## config.mk

```make
export PLATFORM = sky130hd
export DESIGN_NAME = twophase_clkgen
export DESIGN_NICKNAME = d
export VERILOG_FILES = /design/src/rtl/twophase_pkg.sv /design/src/rtl/tpc_reset_sync.sv /design/src/rtl/tpc_phase_core.sv /design/src/rtl/tpc_reset_release.sv /design/src/rtl/twophase_clkgen.sv
export SDC_FILE = /design/constraint.sdc
export NUM_CORES = 1
export LEC_CHECK = 0
export CORE_AREA = 8 8 45 47
export DETAILED_ROUTE_END_ITERATION = 10
export DIE_AREA = 0 0 53 55
export GPL_ROUTABILITY_DRIVEN = 0
export PLACE_DENSITY = 0.43
export SETUP_SLACK_MARGIN = 0.1
export SLEW_MARGIN = 5
export SYNTH_ARGS = -nofsm -noshare
export SYNTH_HDL_FRONTEND = slang
export SYNTH_HIERARCHICAL = 1
export SYNTH_SLANG_ARGS = --single-unit
```

## constraint.sdc

```tcl
create_clock -name clk -period 0.8 [get_ports clk]
set_input_delay 0.16 -clock clk [delete_from_list [all_inputs] [get_ports clk]]
set_output_delay 0.16 -clock clk [all_outputs]
set_load 0.02 [all_outputs]
```

## src/rtl/twophase_pkg.sv

```systemverilog
package twophase_pkg;

  // Phase value that the divider takes at the next clk edge.
  // In reset a high alignment request parks the phase high; otherwise it inverts.
  function automatic logic phase_next(input logic cur, input logic in_reset,
                                      input logic align_req);
    logic nxt;
    if (in_reset && align_req) nxt = 1'b1;
    else                       nxt = ~cur;
    return nxt;
  endfunction

  // True when the coming edge takes the phase from low to high.
  function automatic logic is_rising(input logic cur, input logic nxt);
    return (~cur) & nxt;
  endfunction

endpackage

```

## src/rtl/tpc_reset_sync.sv

```systemverilog
module tpc_reset_sync #(
  parameter int STAGES = 2
) (
  input  logic clk,
  input  logic rst_in_n,
  output logic rst_sync_n
);
  localparam int LAST = STAGES - 1;

  logic [LAST:0] chain_q;

  generate
    genvar gi;
    for (gi = 0; gi < STAGES; gi++) begin : g_stage
      if (gi == 0) begin : g_first
        always_ff @(posedge clk or negedge rst_in_n) begin
          if (!rst_in_n) chain_q[gi] <= 1'b0;
          else           chain_q[gi] <= 1'b1;
        end
      end else begin : g_next
        always_ff @(posedge clk or negedge rst_in_n) begin
          if (!rst_in_n) chain_q[gi] <= 1'b0;
          else           chain_q[gi] <= chain_q[gi-1];
        end
      end
    end
  endgenerate

  assign rst_sync_n = chain_q[LAST];
endmodule

```

## src/rtl/tpc_phase_core.sv

```systemverilog
module tpc_phase_core
  import twophase_pkg::*;
(
  input  logic clk,
  input  logic rst_in_n,
  input  logic in_reset,
  input  logic sync_in,
  output logic phi1,
  output logic phi2,
  output logic cttl,
  output logic phi1_rise,
  output logic rise_evt
);
  // The divider keeps no reset so that it runs throughout reset; its phase is
  // fixed by an alignment request or simply accepted as found.
  logic phase_q;
  logic phase_d;
  logic phi1_q, phi2_q, cttl_q, rise_q;

  assign phase_d  = phase_next(phase_q, in_reset, sync_in);
  assign rise_evt = is_rising(phase_q, phase_d);

  always_ff @(posedge clk) begin
    phase_q <= phase_d;
    phi1_q  <= phase_d;
    phi2_q  <= ~phase_d;
    cttl_q  <= phase_d;
  end

  always_ff @(posedge clk or negedge rst_in_n) begin
    if (!rst_in_n) rise_q <= 1'b0;
    else           rise_q <= rise_evt;
  end

  assign phi1      = phi1_q;
  assign phi2      = phi2_q;
  assign cttl      = cttl_q;
  assign phi1_rise = rise_q;
endmodule

```

## src/rtl/tpc_reset_release.sv

```systemverilog
module tpc_reset_release (
  input  logic clk,
  input  logic rst_in_n,
  input  logic rst_sync_n,
  input  logic rise_evt,
  output logic rst_out_n
);
  logic out_q;

  always_ff @(posedge clk or negedge rst_in_n) begin
    if (!rst_in_n)                    out_q <= 1'b0;
    else if (rst_sync_n && rise_evt)  out_q <= 1'b1;
  end

  assign rst_out_n = out_q;
endmodule

```

## src/rtl/twophase_clkgen.sv

```systemverilog
module twophase_clkgen #(
  parameter int SYNC_STAGES = 2
) (
  input  logic clk,
  input  logic rst_in_n,
  input  logic sync_in,
  output logic fclk,
  output logic phi1,
  output logic phi2,
  output logic cttl,
  output logic rst_out_n,
  output logic phi1_rise
);
  localparam int STAGES = (SYNC_STAGES < 2) ? 2 : SYNC_STAGES;

  logic rst_sync_n;
  logic phase_rise_evt;
  logic in_reset;

  assign in_reset = ~rst_out_n;
  assign fclk     = clk;

  tpc_reset_sync #(.STAGES(STAGES)) u_rsync (
    .clk        (clk),
    .rst_in_n   (rst_in_n),
    .rst_sync_n (rst_sync_n)
  );

  tpc_phase_core u_core (
    .clk       (clk),
    .rst_in_n  (rst_in_n),
    .in_reset  (in_reset),
    .sync_in   (sync_in),
    .phi1      (phi1),
    .phi2      (phi2),
    .cttl      (cttl),
    .phi1_rise (phi1_rise),
    .rise_evt  (phase_rise_evt)
  );

  tpc_reset_release u_rel (
    .clk        (clk),
    .rst_in_n   (rst_in_n),
    .rst_sync_n (rst_sync_n),
    .rise_evt   (phase_rise_evt),
    .rst_out_n  (rst_out_n)
  );
endmodule

```

==> impl.org <==
** Synth
- The synthesized design contains 0 enable-type register cells.
- By area, the combinational part of the netlist is dominated by compound AO/OA/AOI/OAI gates.
- Mapped Nets :: 17
- During synthesis, Yosys emitted a total of 6 warnings.
- Count of cell types in the netlist :: 8
- dfrtp_1 takes more of the synthesized area than any other cell.
- Multiplexer area fraction after synthesis :: 0%
- Mapped Cells :: 14
- Leading cell types by count after synthesis :: dfrtp_1, buf_4, dfxtp_1, inv_1
- Most common cell in the netlist :: dfrtp_1
- The synthesized netlist occupies a cell area of 191 um^2.
- Sequential area share after synthesis :: around three quarters
- FFs w/ async S/R, synth :: 66.7%
- Summing the areas of all fa, ha and maj instances in the mapped netlist gives 0% of the synthesized area.
- In this run, synthesis produced a sequential element count of 6.
- Of the total synthesized cell area, the portion taken by AND, OR, NAND and NOR gates is 0%.
- The share of synthesized area in the top cell type comes to 52.3%.
- In the synthesized netlist the dominant register cell turns out to be dfrtp_1.
- Per-instance average area after synthesis :: around 14 um^2
- XOR/XNOR Fraction of Synth Area :: 0%
- Area contributors post-synth :: dfrtp_1, dfxtp_1, buf_4
- Synth Area in Compound Gates :: a little over an eighth

** Run status
- The checks that failed: hold timing, setup timing.
- The run finished, with violations left.

** Global routing
- Initial antenna violation count :: 0
- Global route total overflow :: 0
- Via count of the first global-routing pass :: approximately 180
- Total global routing track utilization :: approximately 4.3%
- Global-route wire length before repair :: just under 700 um
- Entering global routing, the biggest net connects 5 pins.

** Setup path
- Grouping stages by cell kind, the critical path spends the most delay in flip-flops.
- Of all nets on the critical path, the largest fanout is 2.
- In this design, the stage delay of the slowest critical-path cell is 0.40 ns.
- WP data required :: 0.64 ns
- The worst setup path is of the reg2out kind.
- Buffering stage count on the worst path with inverters included :: 1
- Crit path capture type :: primary output
- The worst setup path is launched from a register.
- Cell at the slowest stage of the critical path :: dfrtp_2
- Ordered list of cells on the worst path :: buf_6
- Arrival @ worst endpoint :: roughly 0.88 ns

** Finish
- Final core occ :: between 20% and 30%
- After routing the design area is ~350 um^2.
- Layout Area Growth over Synthesis :: 83.0%
- Fraction of final layout cells with drive strength greater than 1 :: 60.7%
- The net count of the finished layout is 32.
- The number of antenna diodes in the final layout is 0.

** Power
- In this run the power density over the cells is a little over 4000 mW/mm^2.
- The analysis attributes to cell leakage a power of roughly 0.17 nW.
- Worst vdd ir :: between 0.0015 and 0.002 V

** Timing
- Max Slew Vio Count :: 0
- On the final layout, the worst clock skew is approximately 0.0090 ns.
- Setup violations remaining at the end of the flow were counted as 5.
- Hold Worst Slack :: -0.00131 ns
- Setup repair after global routing could not meet its margin everywhere.
- Number of hold violations in the final report :: 1
- Subtracting the final worst setup slack from the clock period gives roughly 1.0 ns.
- Ratio of final minimum period to clock period :: 130%
- F_max :: approximately 960 MHz
- Final setup margin :: -0.242 ns

** Place
- Port buffering added 8 buffers.
- Once detailed placement completed, the half-perimeter wirelength came to around 270 um.
- Placed Instance Area :: roughly 300 um^2

** Floorplan
- Floorplan row count :: 14
- During I/O placement, the number of pins put on the boundary was 9.
- Floorplan core area :: 0.00138 mm^2
- The die covers 0.00292 mm^2.
- Die width :: about 53 um
- The initial utilization of the core area, before any placement, comes to about 14%.
- Floorplan die height :: roughly 55 um

** Run
- Across the run, the number of max-cap violations was 0.

** Clock tree
- Post-CTS timing repair inserted 0 buffers for setup.
- After clock tree synthesis, the clock-pin slew on the worst setup and hold paths is ~0.050 ns.
- Clock tree from TritonCTS :: yes
- Clock latency on the worst-skew pair :: around 0.36 ns

** Routing
- Routed vias/inst :: roughly 3.3
- Wires add up to between 400 and 500 um.
- The first routing iteration left 4 violations.
- After detailed routing, the average wire length per cell comes to roughly 9.2 um.
- For this run, design rule violations remaining after detail routing come to 0.
- The first TritonRoute pass finished after 4 iterations.
- Post-detailed-route count of antenna-violating nets :: 0
- Vias :: between 100 and 150

** Min path
- Hold crit path type :: in2async
==> area by class of cell <==
type | instances | area (um^2)
Sequential cell | 6 | 146
Fill cell | 145 | 1030
Inverter | 2 | 7.51
Clock buffer | 7 | 52.6
Timing Repair Buffer | 9 | 95.1
Tap cell | 16 | 20.0
Multi-Input combinational cell | 4 | 28.8
==> logic make-up after synthesis <==
| group | count (synthesis) |
|---|---|
| AOI/OAI and AO/OA | 3 |
| buffers and inverters | 4 |
| DFF | 6 |
| other | 1 |
==> flip-flops by register name, summed over array words and instances, names as in the netlist <==
signal	cells
u_core/cttl	1
u_core/phi1_rise	1
u_core/phi2	1
u_rel/rst_out_n	1
u_rsync/chain_q	1
u_rsync/rst_sync_n	1
==> placed cells by master, fill, tap and decap left out <==
cell             count
dfrtp_1              3
a21o_1               1
buf_4                2
conb_1               1
a21bo_1              1
clkbuf_1             1
clkdlybuf4s50_1      2
clkbuf_4             4
inv_1                1
dfxtp_4              1
buf_6                7
inv_2                1
dfxtp_2              1
dfrtp_2              1
a21boi_1             1
==> worst paths after layout <==
path                            slack, ns                           end                    startpoint  cells past startpoint
worst max-delay path                -0.24                     rst_out_n   u_rel/rst_out_n$_DFFE_PN0P_                      1
worst min-delay path               -0.001    u_core/phi1_rise$_DFF_PN0_                      rst_in_n                      1
worst max register to register          0   u_rel/rst_out_n$_DFFE_PN0P_   u_rel/rst_out_n$_DFFE_PN0P_                      2
worst min register to register       0.35  u_rsync/rst_sync_n$_DFF_PN0_  u_rsync/chain_q[0]$_DFF_PN0_                      0
max in group asynchronous            0.61   u_rel/rst_out_n$_DFFE_PN0P_                      rst_in_n                      1
min in group clk                     0.35                          fclk                           clk                      2
==> metrics by stage <==
| step | hold slack [ns] | cells | setup TNS [ns] | worst slack, ns | power, mW |
|---|---|---|---|---|---|
| global placement | 0.335 | 38 | -1.76 | -0.291 | 0.891 |
| CTS | -0.00230 | 44 | -1.09 | -0.258 | 1.43 |
| detailed placement | 0.339 | 38 | -1.78 | -0.303 | 0.891 |
| global route | -0.0167 | 44 | -1.28 | -0.285 | 1.52 |
| floorplan | -0.136 | 14 | 0 | 0.0800 | 0.705 |
| finish | -0.00131 | 44 | -1.02 | -0.242 | 1.41 |
==> power by group <==
part           leakage [nW]  total (mW)  switching (mW)  internal [mW]
Clock                0.0304       0.648           0.246          0.402
Sequential           0.0607       0.420          0.0433          0.376
Combinational        0.0785       0.344           0.148          0.196
==> what timing repair did <==
action | in CTS | in global routing
gates resized for setup | 37 | 2
setup endpoints to repair | 9 | 9
hold endpoints to repair | 1 | 1
gates cloned | 0 | 0
==> metal layers <==
metal / global-route usage, % / vias up / part of all wire [%]
met2: 3.32 / 11 / 37
met1: 2.30 / 64 / 37
met5: 0 / - / 0
met4: 8.19 / 0 / 1.7
met3: 7.49 / 2 / 24
li1: - / 67 / -
Power figures use the tool's default switching activity.
